**config.mk**
```make
export PLATFORM = sky130hd
export DESIGN_NAME = conv_sweep_seq
export DESIGN_NICKNAME = d
export VERILOG_FILES = /design/src/rtl/cseq_pkg.sv /design/src/rtl/cseq_fifo.sv /design/src/rtl/cseq_ctrl.sv /design/src/rtl/cseq_sport.sv /design/src/rtl/conv_sweep_seq.sv
export SDC_FILE = /design/constraint.sdc
export NUM_CORES = 1
export LEC_CHECK = 0
export BUFFER_PORTS_ARGS = -buffer_cell sky130_fd_sc_hd__buf_2
export CAP_MARGIN = 20
export CORE_UTILIZATION = 52
export DETAILED_ROUTE_END_ITERATION = 8
export HOLD_SLACK_MARGIN = 0.1
export MAX_ROUTING_LAYER = met4
export PLACE_DENSITY = 0.7
export SLEW_MARGIN = 20
export SYNTH_ARGS = -nofsm -noshare
export SYNTH_HDL_FRONTEND = slang
export SYNTH_SLANG_ARGS = --single-unit
```
**constraint.sdc**
```tcl
create_clock -name clk -period 9.2 [get_ports clk]
set_input_delay 0.92 -clock clk [delete_from_list [all_inputs] [get_ports clk]]
set_output_delay 0.92 -clock clk [all_outputs]
set_load 0.03 [all_outputs]
```
**src/rtl/cseq_pkg.sv**
```systemverilog
package cseq_pkg;
   localparam int         PFX_LEN   = 8;
   localparam logic [7:0] EXIT_CODE = 8'hFF;

   typedef enum logic [1:0] {CT_IDLE, CT_ISSUE, CT_WAIT} ctl_state_t;
   typedef enum logic [1:0] {SP_FLAG, SP_PFX, SP_DATA} sp_state_t;
endpackage

```
**src/rtl/cseq_fifo.sv**
```systemverilog
module cseq_fifo #(
   parameter int W     = 24,
   parameter int DEPTH = 8
) (
   input  logic                       clk,
   input  logic                       rst_n,
   input  logic                       flush,
   input  logic                       push,
   input  logic [W-1:0]               wdata,
   input  logic                       pop,
   input  logic                       drop,
   input  logic [$clog2(DEPTH+1)-1:0] drop_n,
   output logic [W-1:0]               rdata,
   output logic [$clog2(DEPTH+1)-1:0] count
);
   localparam int AW = $clog2(DEPTH);
   localparam int CW = $clog2(DEPTH+1);

   if (DEPTH < 2 || (DEPTH & (DEPTH - 1)) != 0) begin : g_bad_depth
      $error("cseq_fifo: DEPTH must be a power of two >= 2");
   end

   logic [W-1:0]  mem [DEPTH];
   logic [AW-1:0] rd_ptr, wr_ptr;
   logic [CW-1:0] drop_amt;

   assign drop_amt = drop ? drop_n : '0;
   assign rdata    = mem[rd_ptr];

   always_ff @(posedge clk) begin
      if (push) mem[wr_ptr] <= wdata;
   end

   always_ff @(posedge clk or negedge rst_n) begin
      if (!rst_n) begin
         rd_ptr <= '0;
         wr_ptr <= '0;
         count  <= '0;
      end else if (flush) begin
         rd_ptr <= '0;
         wr_ptr <= '0;
         count  <= '0;
      end else begin
         if (push) wr_ptr <= wr_ptr + AW'(1);
         rd_ptr <= rd_ptr + AW'(pop) + drop_amt[AW-1:0];
         count  <= count + CW'(push) - CW'(pop) - drop_amt;
      end
   end

   AST_NO_OVERFLOW: assert property (@(posedge clk) disable iff (!rst_n)
      (push && !flush && count == CW'(DEPTH)) |-> pop);
   AST_NO_UNDERFLOW: assert property (@(posedge clk) disable iff (!rst_n)
      pop |-> (count != '0));
endmodule

```
**src/rtl/cseq_ctrl.sv**
```systemverilog
module cseq_ctrl
   import cseq_pkg::*;
#(
   parameter int NSETUP     = 8,
   parameter int CHW        = 2,
   parameter int RW         = 3,
   parameter int DW         = 24,
   parameter int FIFO_DEPTH = 8,
   parameter bit OVERWRITE  = 1'b1
) (
   input  logic                            clk,
   input  logic                            rst_n,
   input  logic                            go,
   input  logic                            cfg_multi,
   input  logic                            cfg_loop,
   input  logic                            cfg_rc,
   input  logic [$clog2(NSETUP)-1:0]       cfg_depth,
   input  logic [$clog2(NSETUP)-1:0]       cmd_ptr,
   input  logic [NSETUP*(CHW+RW)-1:0]      setup_tbl,
   input  logic                            port_busy,
   input  logic                            cs_n,
   input  logic                            exit_req,
   input  logic [$clog2(FIFO_DEPTH+1)-1:0] fifo_count,
   output logic                            cnv_req,
   output logic [CHW-1:0]                  cnv_chan,
   output logic [RW-1:0]                   cnv_rate,
   input  logic                            cnv_done,
   input  logic [DW-1:0]                   cnv_data,
   output logic                            push,
   output logic [DW-1:0]                   push_word,
   output logic                            flush,
   output logic                            drop,
   output logic [$clog2(FIFO_DEPTH+1)-1:0] sweep_len,
   output logic [$clog2(FIFO_DEPTH+1)-1:0] batch_len,
   output logic                            loop_on
);
   localparam int IW   = $clog2(NSETUP);
   localparam int SETW = CHW + RW;
   localparam int CW   = $clog2(FIFO_DEPTH+1);

   ctl_state_t      st;
   logic            multi_q, loop_q, rc_q, req_q;
   logic [IW-1:0]   depth_q, ptr_q, idx_q, sel;
   logic [SETW-1:0] cur;
   logic            at_last, room_ok, need_room, can_drop, issue_ok, go_ok;

   assign sel       = multi_q ? idx_q : ptr_q;
   assign cur       = setup_tbl[int'(sel)*SETW +: SETW];
   assign cnv_chan  = cur[CHW-1:0];
   assign cnv_rate  = cur[SETW-1:CHW];
   assign cnv_req   = req_q;
   assign loop_on   = loop_q;
   assign at_last   = !multi_q || (idx_q == depth_q);
   assign sweep_len = multi_q ? CW'(depth_q) + CW'(1) : CW'(1);
   assign batch_len = (multi_q && rc_q) ? sweep_len : CW'(1);
   assign room_ok   = ({1'b0, fifo_count} + {1'b0, sweep_len}) <= (CW+1)'(FIFO_DEPTH);
   assign need_room = (st == CT_ISSUE) && (idx_q == '0) && !room_ok;

   if (OVERWRITE) begin : g_overwrite
      assign can_drop = cs_n;
   end else begin : g_stall
      assign can_drop = 1'b0;
   end

   assign drop      = need_room && can_drop && !exit_req;
   assign issue_ok  = (st == CT_ISSUE) && (!need_room || can_drop);
   assign go_ok     = go && (st == CT_IDLE) && !port_busy;
   assign flush     = go_ok;
   assign push      = (st == CT_WAIT) && cnv_done && !exit_req;
   assign push_word = {cnv_data[DW-1:CHW], cnv_chan};

   always_ff @(posedge clk or negedge rst_n) begin
      if (!rst_n) begin
         st      <= CT_IDLE;
         multi_q <= 1'b0;
         loop_q  <= 1'b0;
         rc_q    <= 1'b0;
         req_q   <= 1'b0;
         depth_q <= '0;
         ptr_q   <= '0;
         idx_q   <= '0;
      end else if (exit_req) begin
         st     <= CT_IDLE;
         req_q  <= 1'b0;
         loop_q <= 1'b0;
      end else begin
         unique case (st)
            CT_IDLE: if (go_ok) begin
               multi_q <= cfg_multi;
               loop_q  <= cfg_loop;
               rc_q    <= cfg_rc;
               depth_q <= cfg_depth;
               ptr_q   <= cmd_ptr;
               idx_q   <= '0;
               st      <= CT_ISSUE;
            end
            CT_ISSUE: if (issue_ok) begin
               req_q <= 1'b1;
               st    <= CT_WAIT;
            end
            CT_WAIT: if (cnv_done) begin
               req_q <= 1'b0;
               if (at_last) begin
                  idx_q <= '0;
                  st    <= loop_q ? CT_ISSUE : CT_IDLE;
               end else begin
                  idx_q <= idx_q + IW'(1);
                  st    <= CT_ISSUE;
               end
            end
            default: st <= CT_IDLE;
         endcase
      end
   end

   AST_REQ_HELD: assert property (@(posedge clk) disable iff (!rst_n)
      (req_q && !cnv_done && !exit_req) |=> (req_q && $stable(cnv_chan) && $stable(cnv_rate)));
   AST_EXIT_STOPS: assert property (@(posedge clk) disable iff (!rst_n)
      exit_req |=> !req_q);
   AST_SWEEP_RANGE: assert property (@(posedge clk) disable iff (!rst_n)
      (req_q && multi_q) |-> (idx_q <= depth_q));
endmodule

```
**src/rtl/cseq_sport.sv**
```systemverilog
module cseq_sport
   import cseq_pkg::*;
#(
   parameter int DW         = 24,
   parameter int FIFO_DEPTH = 8
) (
   input  logic                            clk,
   input  logic                            rst_n,
   input  logic                            cs_n,
   input  logic                            sclk_en,
   input  logic                            sdi,
   output logic                            sdo,
   input  logic                            loop_on,
   input  logic [$clog2(FIFO_DEPTH+1)-1:0] fifo_count,
   input  logic [$clog2(FIFO_DEPTH+1)-1:0] batch_len,
   input  logic [DW-1:0]                   fifo_rdata,
   output logic                            pop,
   output logic                            exit_req,
   output logic                            flush,
   output logic                            busy
);
   localparam int CW = $clog2(FIFO_DEPTH+1);
   localparam int BW = $clog2(DW);

   if (DW < PFX_LEN) begin : g_bad_width
      $error("cseq_sport: DW must be at least the prefix length");
   end

   sp_state_t           st;
   logic [BW-1:0]       bcnt;
   logic [PFX_LEN-2:0]  pfx_sr;
   logic [DW-1:0]       sh;
   logic [CW-1:0]       wleft;
   logic                exit_q, tick, ready, pfx_end, word_end;

   assign tick     = sclk_en && !cs_n;
   assign ready    = (fifo_count != '0) && (fifo_count >= batch_len);
   assign pfx_end  = (st == SP_PFX) && tick && (bcnt == BW'(PFX_LEN-1));
   assign word_end = (st == SP_DATA) && tick && (bcnt == BW'(DW-1));
   assign pop      = pfx_end || (word_end && wleft != CW'(1));
   assign exit_req = pfx_end && loop_on && ({pfx_sr, sdi} == EXIT_CODE);
   assign flush    = word_end && (wleft == CW'(1)) && exit_q;
   assign busy     = (st != SP_FLAG);

   always_comb begin
      if (cs_n)                 sdo = 1'b1;
      else if (st == SP_FLAG)   sdo = !ready;
      else if (st == SP_PFX)    sdo = 1'b0;
      else                      sdo = sh[DW-1];
   end

   always_ff @(posedge clk or negedge rst_n) begin
      if (!rst_n) begin
         st     <= SP_FLAG;
         bcnt   <= '0;
         pfx_sr <= '0;
         sh     <= '0;
         wleft  <= '0;
         exit_q <= 1'b0;
      end else if (cs_n) begin
         st     <= SP_FLAG;
         bcnt   <= '0;
         exit_q <= 1'b0;
      end else begin
         unique case (st)
            SP_FLAG: if (tick && ready) begin
               st     <= SP_PFX;
               pfx_sr <= {{(PFX_LEN-2){1'b0}}, sdi};
               bcnt   <= BW'(1);
            end
            SP_PFX: if (tick) begin
               pfx_sr <= {pfx_sr[PFX_LEN-3:0], sdi};
               bcnt   <= bcnt + BW'(1);
               if (pfx_end) begin
                  st     <= SP_DATA;
                  sh     <= fifo_rdata;
                  bcnt   <= '0;
                  wleft  <= batch_len;
                  exit_q <= exit_req;
               end
            end
            SP_DATA: if (tick) begin
               if (word_end) begin
                  bcnt <= '0;
                  if (wleft == CW'(1)) begin
                     st     <= SP_FLAG;
                     exit_q <= 1'b0;
                  end else begin
                     sh    <= fifo_rdata;
                     wleft <= wleft - CW'(1);
                  end
               end else begin
                  sh   <= {sh[DW-2:0], 1'b0};
                  bcnt <= bcnt + BW'(1);
               end
            end
            default: st <= SP_FLAG;
         endcase
      end
   end

   AST_BATCH_PRESENT: assert property (@(posedge clk) disable iff (!rst_n)
      pfx_end |-> (fifo_count >= batch_len));
endmodule

```
**src/rtl/conv_sweep_seq.sv**
```systemverilog
module conv_sweep_seq #(
   parameter int NSETUP     = 8,
   parameter int CHW        = 2,
   parameter int RW         = 3,
   parameter int DW         = 24,
   parameter int FIFO_DEPTH = 8,
   parameter bit OVERWRITE  = 1'b1
) (
   input  logic                         clk,
   input  logic                         rst_n,
   input  logic                         cmd_go,
   input  logic [$clog2(NSETUP)-1:0]    cmd_ptr,
   input  logic                         cfg_multi,
   input  logic                         cfg_loop,
   input  logic                         cfg_rc,
   input  logic [$clog2(NSETUP)-1:0]    cfg_depth,
   input  logic [NSETUP*(CHW+RW)-1:0]   setup_tbl,
   output logic                         cnv_req,
   output logic [CHW-1:0]               cnv_chan,
   output logic [RW-1:0]                cnv_rate,
   input  logic                         cnv_done,
   input  logic [DW-1:0]                cnv_data,
   input  logic                         cs_n,
   input  logic                         sclk_en,
   input  logic                         sdi,
   output logic                         sdo
);
   localparam int CW = $clog2(FIFO_DEPTH+1);

   if (NSETUP > FIFO_DEPTH) begin : g_bad_fit
      $error("conv_sweep_seq: a full sweep must fit in the queue");
   end
   if (DW <= CHW) begin : g_bad_dw
      $error("conv_sweep_seq: result width must exceed tag width");
   end

   logic          push, pop, drop, flush_c, flush_s, exit_req, loop_on, port_busy;
   logic [DW-1:0] push_word, rdata;
   logic [CW-1:0] count, sweep_len, batch_len;

   cseq_ctrl #(
      .NSETUP(NSETUP), .CHW(CHW), .RW(RW), .DW(DW),
      .FIFO_DEPTH(FIFO_DEPTH), .OVERWRITE(OVERWRITE)
   ) ctrl_i (
      .clk(clk), .rst_n(rst_n), .go(cmd_go),
      .cfg_multi(cfg_multi), .cfg_loop(cfg_loop), .cfg_rc(cfg_rc),
      .cfg_depth(cfg_depth), .cmd_ptr(cmd_ptr), .setup_tbl(setup_tbl),
      .port_busy(port_busy), .cs_n(cs_n), .exit_req(exit_req),
      .fifo_count(count), .cnv_req(cnv_req), .cnv_chan(cnv_chan),
      .cnv_rate(cnv_rate), .cnv_done(cnv_done), .cnv_data(cnv_data),
      .push(push), .push_word(push_word), .flush(flush_c), .drop(drop),
      .sweep_len(sweep_len), .batch_len(batch_len), .loop_on(loop_on)
   );

   cseq_fifo #(.W(DW), .DEPTH(FIFO_DEPTH)) fifo_i (
      .clk(clk), .rst_n(rst_n), .flush(flush_c | flush_s),
      .push(push), .wdata(push_word), .pop(pop),
      .drop(drop), .drop_n(sweep_len), .rdata(rdata), .count(count)
   );

   cseq_sport #(.DW(DW), .FIFO_DEPTH(FIFO_DEPTH)) sport_i (
      .clk(clk), .rst_n(rst_n), .cs_n(cs_n), .sclk_en(sclk_en),
      .sdi(sdi), .sdo(sdo), .loop_on(loop_on), .fifo_count(count),
      .batch_len(batch_len), .fifo_rdata(rdata), .pop(pop),
      .exit_req(exit_req), .flush(flush_s), .busy(port_busy)
   );
endmodule

```
# --- After elaboration in Yosys (flattened, before gate mapping) ---
# Memory sizes are Yosys's and may differ from the RTL's.
# Cells that the tools add are included.
# Widths: inputs -> output; s select.
op_classes:
  order_cmp: 2
  n_mul: 1
  muxes: 68
  shift: 1
  reduce_logical: 57
  addsub: 11
  bitwise_logic: 3
  eq_ne: 28
ops:
  columns: ["operator", "n"]
  rows:
  - ["$mux 24", 5]
  - ["$pmux 24 s2", 1]
  - ["$shiftx 40x32->5", 1]
  - ["$mux 4", 9]
  - ["$mux 5", 6]
  - ["$mux 2", 12]
  - ["$logic_and 1x1->1", 22]
  - ["$mux 3", 7]
  - ["$mux 1", 18]
  - ["$ne 3x2->1 const B", 6]
  - ["$reduce_and 6->1", 3]
  - ["$pmux 5 s3", 1]
  - ["$mux 7", 2]
  - ["$pmux 7 s2", 1]
  - ["$reduce_bool 2->1", 7]
  - ["$pmux 2 s3", 2]
  - ["$reduce_and 4->1", 3]
  - ["$ne 3x3->1 const B", 3]
  - ["$reduce_and 3->1", 3]
  - ["$eq 8x8->1 const B", 1]
  - ["$ne 2x1->1 const B", 4]
  - ["$ne 2x2->1 const B", 4]
  - ["$pmux 4 s2", 1]
  - ["$reduce_bool 4->1", 2]
  - ["other kinds (32)", 47]
word_totals:
  output_inout_bits: 7
  ramBits: 192
  regBits: 68
  n_memories: 1
  input_bits: 80
  wordCells: 189
memory_table:
  columns: ["memory", "depth", "word_bits", "rd", "rd_clocked_by_memory_dff", "wr", "line", "rtl"]
  rows:
  - ["fifo_i.mem", 8, 24, 1, 0, 1, "cseq_fifo.sv:23", "logic [W-1:0] mem [DEPTH];"]

# --- Longest topological paths before layout ---
# Gate-level depths: netlist (run 1).
depth:
  depth_word: 12
  ltp_mapped: 19
  ltp_nobuf: 18

# --- By module ---
# Synthesis (run 1) repeated with hierarchy kept, for this count alone.
unflattened:
  cells_unflattened: 865
  hier_area_um2: 12174.2
by_module_without_submodules:
  columns: ["mod", "seq_area_each_um2", "area_per_inst_um2", "cells_per_inst", "instances"]
  rows:
  - ["cseq_fifo", 6015.8, 7843.8, 388, 1]
  - ["cseq_sport", 1076.0, 2615.0, 280, 1]
  - ["cseq_ctrl", 375.4, 1709.1, 196, 1]
  - ["conv_sweep_seq", 0.0, 6.3, 1, 1]

# --- Least setup slack after synthesis (run 1) ---
# No wires, ideal clock.
synth_path:
  path_type: "reg-to-reg"
  start: "register ctrl_i.depth_q[0]"
  end: "register fifo_i.count[3]"
  t_required_ns: 9.076
  path_stages_with_launch: 19
  setup_ns: 0.124
  slack_ns: 5.194
  n_path_buf: 0
  synth_period_minus_slack_ns: 4.006
  arrival_ns: 3.882
  path_cell_list: "dfrtp_1 -> ha_1 -> and2_1 -> inv_1 -> fa_1 -> xnor2_1 -> o32ai_1 -> o211ai_1 -> and4_1 -> fa_1 -> inv_1 -> fa_1 -> ha_1 -> inv_1 -> fa_1 -> xor2_1 -> xnor2_1 -> xnor2_1 -> nor2_1"
synth_between:
  elab_chain_cells: 11
synth_lines:
  columns: ["element", "line", "rtl"]
  rows:
  - ["from (decl)", "cseq_ctrl.sv:43", "logic [IW-1:0] depth_q, ptr_q, idx_q, sel;"]
  - ["from (signal assigned)", "cseq_ctrl.sv:92", "depth_q <= cfg_depth;"]
  - ["$add 3x1->4 *", "cseq_ctrl.sv:54", "assign sweep_len = multi_q ? CW'(depth_q) + CW'(1) : CW'(1);"]
  - ["$mux 4 *", "cseq_ctrl.sv:54", null]
  - ["$add 4x4->5", "cseq_ctrl.sv:56", "assign room_ok = ({1'b0, fifo_count} + {1'b0, sweep_len}) <= (CW+1)'(FIFO_DEPTH);"]
  - ["$le 5x4->1", "cseq_ctrl.sv:56", null]
  - ["$logic_not 1->1", "cseq_ctrl.sv:57", "assign need_room = (st == CT_ISSUE) && (idx_q == '0) && !room_ok;"]
  - ["$logic_and 1x1->1", "cseq_ctrl.sv:57", null]
  - ["$logic_and 1x1->1 (2 in a row)", "cseq_ctrl.sv:65", "assign drop = need_room && can_drop && !exit_req;"]
  - ["$mux 4 *", "cseq_fifo.sv:27", "assign drop_amt = drop ? drop_n : '0;"]
  - ["$sub 4x4->4 *", "cseq_fifo.sv:46", "count <= count + CW'(push) - CW'(pop) - drop_amt;"]
  - ["$mux 4 *", "cseq_fifo.sv:39", "end else if (flush) begin"]
  - ["to (signal assigned)", "cseq_fifo.sv:46", null]
  - ["to (decl)", "cseq_fifo.sv:14", "output logic [$clog2(DEPTH+1)-1:0] count"]
# Every way passes the cells marked *; elsewhere a longest branch is shown, timed or not.
# A chain may end at the register's enable or synchronous reset.

# --- Worst setup path after layout (run 1) ---
# Same ends and word-level chain as after synthesis.

==> summary.md, run 1 <==
| Metric | Value |
|---|---|
| Status | complete, no violations |
| Fillers | 1624 |
| Cts hold-fix bufs | 0 |
| Antenna Nets Post-Route | 0 |
| Synth Instances | 755 |
| Total core area | 21890 sq um |
| Fin. Hold Viols | 0 |
| Clock skew | 0.02094 ns |
| Synth area leaders | edfxtp_1 (50%), dfrtp_1 (15%), mux4_2 (11%) |
| Most frequent cells after synthesis | edfxtp_1 (192), nand2_1 (76), dfrtp_1 (68) |
| Setup CP Type | flop to flop |
| Max Cap Violations | 0 |
| YS warnings | 0 |
| CTS tree | yes |
| DR iter-0 viols | 387 |
| Root Buffer | clkbuf_16 |
| Boundary pin count | 87 |
| TritonCTS Buffers | 27 |
| Port Buffers | 84 |
| Setup crit start kind | flop |
| Number of global-route vias before repair | 7050 |
| Wire per inst | 19.81 um |
| HP Class | flop to flop |
| IR Drop Worst-Case VDD | 176.5 uV |
| CP required | 9.62 ns |
| Total congestion overflow | 0 |
| Setup total negative slack | 0 ns |
| Relative slew slack | 0.3021 |
| Buffers and inverters on the worst path | 3 |
| Multiplexer area fraction after synthesis | 0.1628 |
| Design area | 13310 sq um |
| Netlist Area Pre-Place | 11610 sq um |
| Netlist cell types | 57 |
| CP max FO | 6 |
| Layout cells sized above 1 | 0.2707 |
| Max Transition Viols Final | 0 |
| DRC viols | 0 |
| Clock transition at the registers of the reported paths | 0.06 ns |
| Largest net degree at the start of global routing | 69 |
| Fmax | 0.2252 GHz |
| Synth top area share | 0.4966 |
| Layout Utilization | 0.6079 |
| Num Clock Sinks | 260 |
| GR Util All Layers | 0.2173 |
| Post_cts resized | 0 |
| #FFs+latches synth | 260 |
| H-tree depth | 1 |
| Synthesized Nets | 867 |
| Crit. End Element | flop |
| First-pass GRT wire length | 36540 um |
| Top Family by Delay on Critical Path | adder cells |
| Clk buf depth | 3 |
| Leak Pwr | 4.963 nW |
| Avg Inst Size Synth | 15.38 sq um |
| Critical path arrival | 4.86 ns |
| FFs w/ async S/R, synth | 0.2615 |
| Initial antenna violation count | 1 |
| Postcts setup bufs | 0 |
| Via density | 5.750 |
| Setup Viol. Count Final | 0 |
| GP Congestion | 0.8308 |
| Number of synthesized flops with an enable pin | 192 |
| Crit-path most repeated cell | fa_1 |
| Starting Density | 0.5304 |
| Height of the die | 151.4 um |
| Pwr dens | 293.2 nW/um^2 |
| Register area share after synthesis | 0.6431 |
| Die area | 22930 sq um |
| Reg2Reg Setup Slack | 4.76 ns |
| Largest family of logic cells by synthesized area | multiplexers |
| RSZ-0062 raised after global routing | no |
| Fin nets | 959 |
| Area post-placement | 12380 sq um |
| Final worst slack | 4.760 ns |
| Final period utilization | 0.4826 |
| Worst path slowest cell | fa_1 |
| Fin crit period | 4.440 ns |
| Crit path cell chain | ha_1 -> and2_1 -> inv_1 -> fa_1 -> xnor2_1 -> o32ai_1 -> o211ai_1 -> and4_1 -> fa_1 -> inv_1 -> fa_1 -> ha_1 -> inv_1 -> fa_1 -> xor2_1 -> xnor2_1 -> xnor2_1 -> nor2_1 |
| DR pass1 iterations | 5 |
| Skew-Pair Late Insertion Delay | 0.55 ns |
| Post-Synth Simple-Gate Area | 0.07328 |
| Site Rows | 54 |
| Area growth syn-to-layout | 14.60% |
| Post-Synth XOR/XNOR Area | 0.009052 |
| Adder-Cell Fraction of Synth Area | 0.03836 |
| CP max stage delay | 0.48 ns |
| Largest area contributor in the netlist | edfxtp_1 |
| Synth Area in Compound Gates | 0.05086 |
| Via count | 6613 |
| Worst slew pin tran | 1.018 ns |
| DIE WIDTH | 151.4 um |
| Post-DP HPWL | 13460 um |
| Top FF cell, synth | edfxtp_1 |
| Pre-CTS setup slack | 4.571 ns |
| Most frequent cell after synthesis | edfxtp_1 |
| Wirelength, routed | 22780 um |
-- worst register-to-register path, delay by kind of cell, from the launching register on --
kind | cells | cell delay [ns]
flip-flops | 1 | 0.44
adder cells (fa/ha/maj) | 6 | 1.93
buffers and inverters | 3 | 0.19
XOR/XNOR | 4 | 0.66
AND/OR/NAND/NOR | 3 | 0.60
AO/OA/AOI/OAI | 2 | 0.50
-- stage by stage --
stage	power, mW	cells	hold WS [ns]
after floorplan	2.507	755	0.4447
after global placement	2.744	1098	0.4573
after detailed placement	2.813	1098	0.4691
after CTS	3.938	1148	0.4831
after global routing	4.123	1149	0.5094
final	3.901	1150	0.4747
-- power by group --
part           switching [mW]  total [mW]  internal [mW]
Sequential              0.104        1.53           1.43
Combinational           0.692        1.25          0.559
Clock                   0.453        1.12          0.663
Total                    1.25        3.90           2.65
-- layout make-up --
type                    instances  area [sq um]  share of cell area
clock inverters                18         212.7             0.01598
inverters                      35         131.4            0.009873
well taps                     280         350.3             0.02633
clock buffers                  32         704.4             0.05294
repair buffers                 95         503.0             0.03780
flip-flops and latches        260          7470              0.5614
multi-input cells             428          3930              0.2953
diodes                          2         5.005           0.0003761
-- state kept, by name, indices dropped and copies added, names as in the netlist, 4 cells and up --
name and count:
sport_i.wleft 4, fifo_i.mem 192, sport_i.sh 24, sport_i.pfx_sr 7, sport_i.bcnt 5, fifo_i.count 4
-- cells in the final DEF, fill, tap and decap left out, types with 4 or more instances in the layout --
cell,instances
mux2i_1,39
inv_1,35
a21oi_1,12
fa_1,6
nand2_1,75
buf_2,84
nand2b_1,6
nand3_1,5
clkbuf_16,27
nor3b_2,4
nor2b_1,9
xnor2_1,7
bufinv_16,4
nor3_1,9
clkinv_2,5
ha_1,26
mux4_2,58
xor2_1,5
dfrtp_1,66
o21ai_0,61
nand4_1,6
nor2_1,20
clkinv_1,4
and3_1,5
edfxtp_1,192
nor3b_1,4
clkbuf_1,4
mux2_2,16
buf_4,11
-- cell families after synthesis --
group | count (synthesis)
AO/OA/AOI/OAI | 101
XOR/XNOR | 12
flip-flops | 260
buffers and inverters | 67
AND/OR/NAND/NOR | 169
adder cells (fa/ha/maj) | 32
multiplexers | 114
-- final timing paths --
kind,from,to,cells past startpoint
max,ctrl_i.depth_q[0]$_DFFE_PN0P_,fifo_i.count[3]$_DFF_PN0_,18
min,sport_i.sh[14]$_DFFE_PN0P_,sport_i.sh[14]$_DFFE_PN0P_,2
max reg2reg,ctrl_i.depth_q[0]$_DFFE_PN0P_,fifo_i.count[3]$_DFF_PN0_,18
min reg2reg,sport_i.sh[14]$_DFFE_PN0P_,sport_i.sh[14]$_DFFE_PN0P_,2
max in group asynchronous,rst_n,fifo_i.rd_ptr[0]$_DFF_PN0_,2
min in group asynchronous,rst_n,ctrl_i.depth_q[1]$_DFFE_PN0P_,2
-- layer usage --
layer | track usage | vias to the layer above | wire, um
met2 | 0.3751 | 138 | 11960
met1 | 0.2646 | 3363 | 9325
met5 | - | - | 0
met3 | 0.03343 | 41 | 977
li1 | - | 3071 | -
met4 | 0.06400 | 0 | 515
Power figures use the tool's default switching activity.
==> run 2, diff against run 1 <==
==> constraint.sdc (replaced) <==
create_clock -name clk -period 4.4 [get_ports clk]
set_input_delay 0.44 -clock clk [delete_from_list [all_inputs] [get_ports clk]]
set_output_delay 0.44 -clock clk [all_outputs]
set_load 0.03 [all_outputs]
==> run 2 against run 1 <==
  * Final area grew 1.1%
  * Worst hold slack lost 0.34 ns
  * Non-clock buffer count grew 8
  * Largest power group unchanged
  * Critical path type unchanged
  * Clock power grew 110%
  * Wire length grew 1.0%
  * Clock skew shrank 0.0018 ns
  * Register-to-register slack lost 4.5 ns
  * Global-route usage grew 0.10 points
  * Via count shrank 0.59%
  * Critical endpoint unchanged
  * Critical path depth is the same
  * Sequential cell count is the same
  * Combinational power grew 110%
==> summary.md, run 2 (synthesized netlist as in run 1, its figures left out) <==
| Metric | Value |
|---|---|
| Setup crit start kind | flop |
| Fin nets | 967 (+0.83%) |
| Via density | 5.687 (-1.1%) |
| Crit. End Element | flop |
| Max Cap Violations | 0 (unchanged) |
| P_sw | 2.661 mW (+110%) |
| Wirelength, routed | 23020 um (+1.0%) |
| Port Buffers | 84 (unchanged) |
| Layout cells sized above 1 | 0.2880 (+0.01726) |
| Clk buf depth | 3 (unchanged) |
| First-pass GRT wire length | 36310 um (-0.62%) |
| DR iter-0 viols | 333 (-14%) |
| Crit-path most repeated cell | inv_1 |
| Clock skew | 0.01918 ns (-0.001761 ns) |
| Final Power | 8.333 mW (+110%) |
| # placed instances | 1105 (+0.64%) |
| Site Rows | 54 (unchanged) |
| DR pass1 iterations | 5 (unchanged) |
| Final period utilization | 0.9442 (+0.4616) |
| Number of global-route vias before repair | 6868 (-2.6%) |
| Layout Utilization | 0.6148 (+0.006916) |
| Wire per inst | 19.91 um (+0.52%) |
| Initial antenna violation count | 1 (unchanged) |
| Via count | 6574 (-0.59%) |
| Boundary pin count | 87 (unchanged) |
| Regs by FF count | fifo_i.mem x192, sport_i.sh x24, sport_i.pfx_sr x7 |
| Fillers | 1610 (-0.86%) |
| GP Congestion | 0.8449 (+1.7%) |
| Register area | 7472 sq um (about the same) |
| Setup CP Type | flop to flop |
| Pre-CTS setup slack | 0.1723 ns (-4.399 ns) |
| Area post-placement | 12460 sq um (+0.63%) |
| Setup Viol. Count Final | 0 (unchanged) |
| Crit path cell chain | ha_1 -> and2_4 -> inv_1 -> fa_2 -> inv_1 -> o32ai_2 -> o211ai_1 -> and4_4 -> fa_1 -> inv_1 -> fa_1 -> ha_1 -> inv_1 -> fa_1 -> xor2_1 -> xnor2_1 -> xnor2_1 -> nor2_1 |
| Multi-input logic area | 3958 sq um (+0.70%) |
| CP max FO | 5 (-1) |
| Height of the die | 151.4 um (unchanged) |
| IR Drop Worst-Case VDD | 475.4 uV (+170%) |
| Leak Pwr | 5.024 nW (+1.2%) |
| Max Transition Viols Final | 0 (unchanged) |
| Relative slew slack | 0.3093 (+0.007213) |
| Fin crit period | 4.154 ns (-0.2854 ns) |
| Worst slew pin tran | 1.007 ns (-0.01052 ns) |
| Critical path arrival | 4.57 ns (-0.29 ns) |
| Pwr dens | 619.2 nW/um^2 (+110%) |
| Area growth syn-to-layout | 15.91% |
| Worst path slowest cell | fa_2 |
| HP Class | input port to flop |
| CTS tree | yes |
| Antenna Nets Post-Route | 0 (unchanged) |
| Num Clock Sinks | 260 (unchanged) |
| Fin. Hold Viols | 0 (unchanged) |
| Seq pwr share | 0.396 (+0.003) |
| Total core area | 21890 sq um (unchanged) |
| Clock transition at the registers of the reported paths | 0.06 ns (about the same) |
| Final hold slack | 0.1340 ns (-0.3408 ns) |
| Clock Power Share | 0.288 (+0.002) |
| Root Buffer | clkbuf_16 |
| Status | complete, no violations |
| CP max stage delay | 0.53 ns (+0.05 ns) |
| DIE WIDTH | 151.4 um (unchanged) |
| Design area | 13460 sq um (+1.1%) |
| Largest reg by FF count | fifo_i.mem |
| Die area | 22930 sq um (unchanged) |
| Final worst slack | 0.2455 ns (-4.515 ns) |
| Max reg flops | 192 (unchanged) |
| Highest-count cells in the layout ignoring fill and taps | edfxtp_1 (192), buf_2 (84), nand2_1 (75), dfrtp_1 (66), o21ai_0 (60) |
| Final Non-Filler Cells | 1156 (+0.52%) |
| Logic pwr share | 0.315 (-0.006) |
| Skew-Pair Late Insertion Delay | 0.55 ns (about the same) |
| RSZ-0062 raised after global routing | no |
| H-tree depth | 1 (unchanged) |
| Total congestion overflow | 0 (unchanged) |
| TritonCTS Buffers | 27 (unchanged) |
| Pint | 5.672 mW (+110%) |
| Post-DP HPWL | 13970 um (+3.8%) |
| Most common cell after layout, fill and taps aside | edfxtp_1 |
| DRC viols | 0 (unchanged) |
| Sw Ratio | 0.3194 (-0.0009821) |
| CP required | 4.81 ns (-4.81 ns) |
| Starting Density | 0.5304 (unchanged) |
| Setup total negative slack | 0 ns (unchanged) |
| Fmax | 0.2407 GHz (+6.9%) |
| GR Util All Layers | 0.2183 (+0.0009976) |
| Largest net degree at the start of global routing | 49 (-29%) |
==> run 2: changes by cell type in the layout (fill, tap and decap cells not counted), sizes merged <==
cell and delta:
bufinv +1, dlygate4sd3 +1, diode -1, clkinv -4, clkinvlp +4, clkbuf -2, buf +7
==> run 2: timing repair <==
action,in CTS,in global routing
resized for setup,0,8
buffers inserted,0,0
hold buffers,1,0
hold endpoints to repair,38,0
setup endpoints to repair,0,1
==> run 2: power groups by stage <==
stage	clock network, mW	logic, mW	registers (mW)
detailed placement	0	2.57	3.35
global placement	0	2.47	3.33
CTS	2.44	2.59	3.30
global route	2.53	2.92	3.34
finish	2.40	2.63	3.30
floorplan	0	2.06	3.18
==> run 2: layout make-up <==
| cell class | count | share of cell area |
|---|---|---|
| flip-flops and latches | 260 | 0.5552 |
| multi-input cells | 428 | 0.2941 |
| repair buffers | 103 | 0.04388 |
| clock buffers | 30 | 0.05179 |
| well taps | 280 | 0.02603 |
| inverters | 35 | 0.009762 |
| diodes | 1 | 0.0001859 |
| clock inverters | 19 | 0.01906 |
==> run 2: routing by layer <==
| metal | share of wire | wire length [um] | GRT usage |
|---|---|---|---|
| met2 | 0.52 | 12040 | 0.3815 |
| met3 | 0.038 | 885 | 0.03494 |
| met1 | 0.42 | 9604 | 0.2636 |
| met4 | 0.021 | 489 | 0.05750 |
| met5 | 0 | 0 | - |
==> run 2: critical path: cells and delay by family (launching register included) <==
family	cells	cell delay, ns
flip-flops	1	0.43
adder cells (fa/ha/maj)	6	2.01
XOR/XNOR	3	0.48
buffers and inverters	4	0.26
AND/OR/NAND/NOR	3	0.45
AO/OA/AOI/OAI	2	0.41
==> run 2: worst paths after layout <==
check                                             endpoint  slack (ns)                     startpoint  cells after the start
worst max-delay path             fifo_i.count[3]$_DFF_PN0_        0.25  ctrl_i.depth_q[0]$_DFFE_PN0P_                     18
worst min-delay path            ctrl_i.multi_q$_DFFE_PN0P_        0.13                      cfg_multi                      2
worst max register to register   fifo_i.count[3]$_DFF_PN0_        0.25  ctrl_i.depth_q[0]$_DFFE_PN0P_                     18
worst min register to register  sport_i.sh[21]$_DFFE_PN0P_        0.48     sport_i.sh[21]$_DFFE_PN0P_                      2
max in group asynchronous       fifo_i.rd_ptr[0]$_DFF_PN0_        2.83                          rst_n                      3
min in group asynchronous       ctrl_i.multi_q$_DFFE_PN0P_        0.57                          rst_n                      2
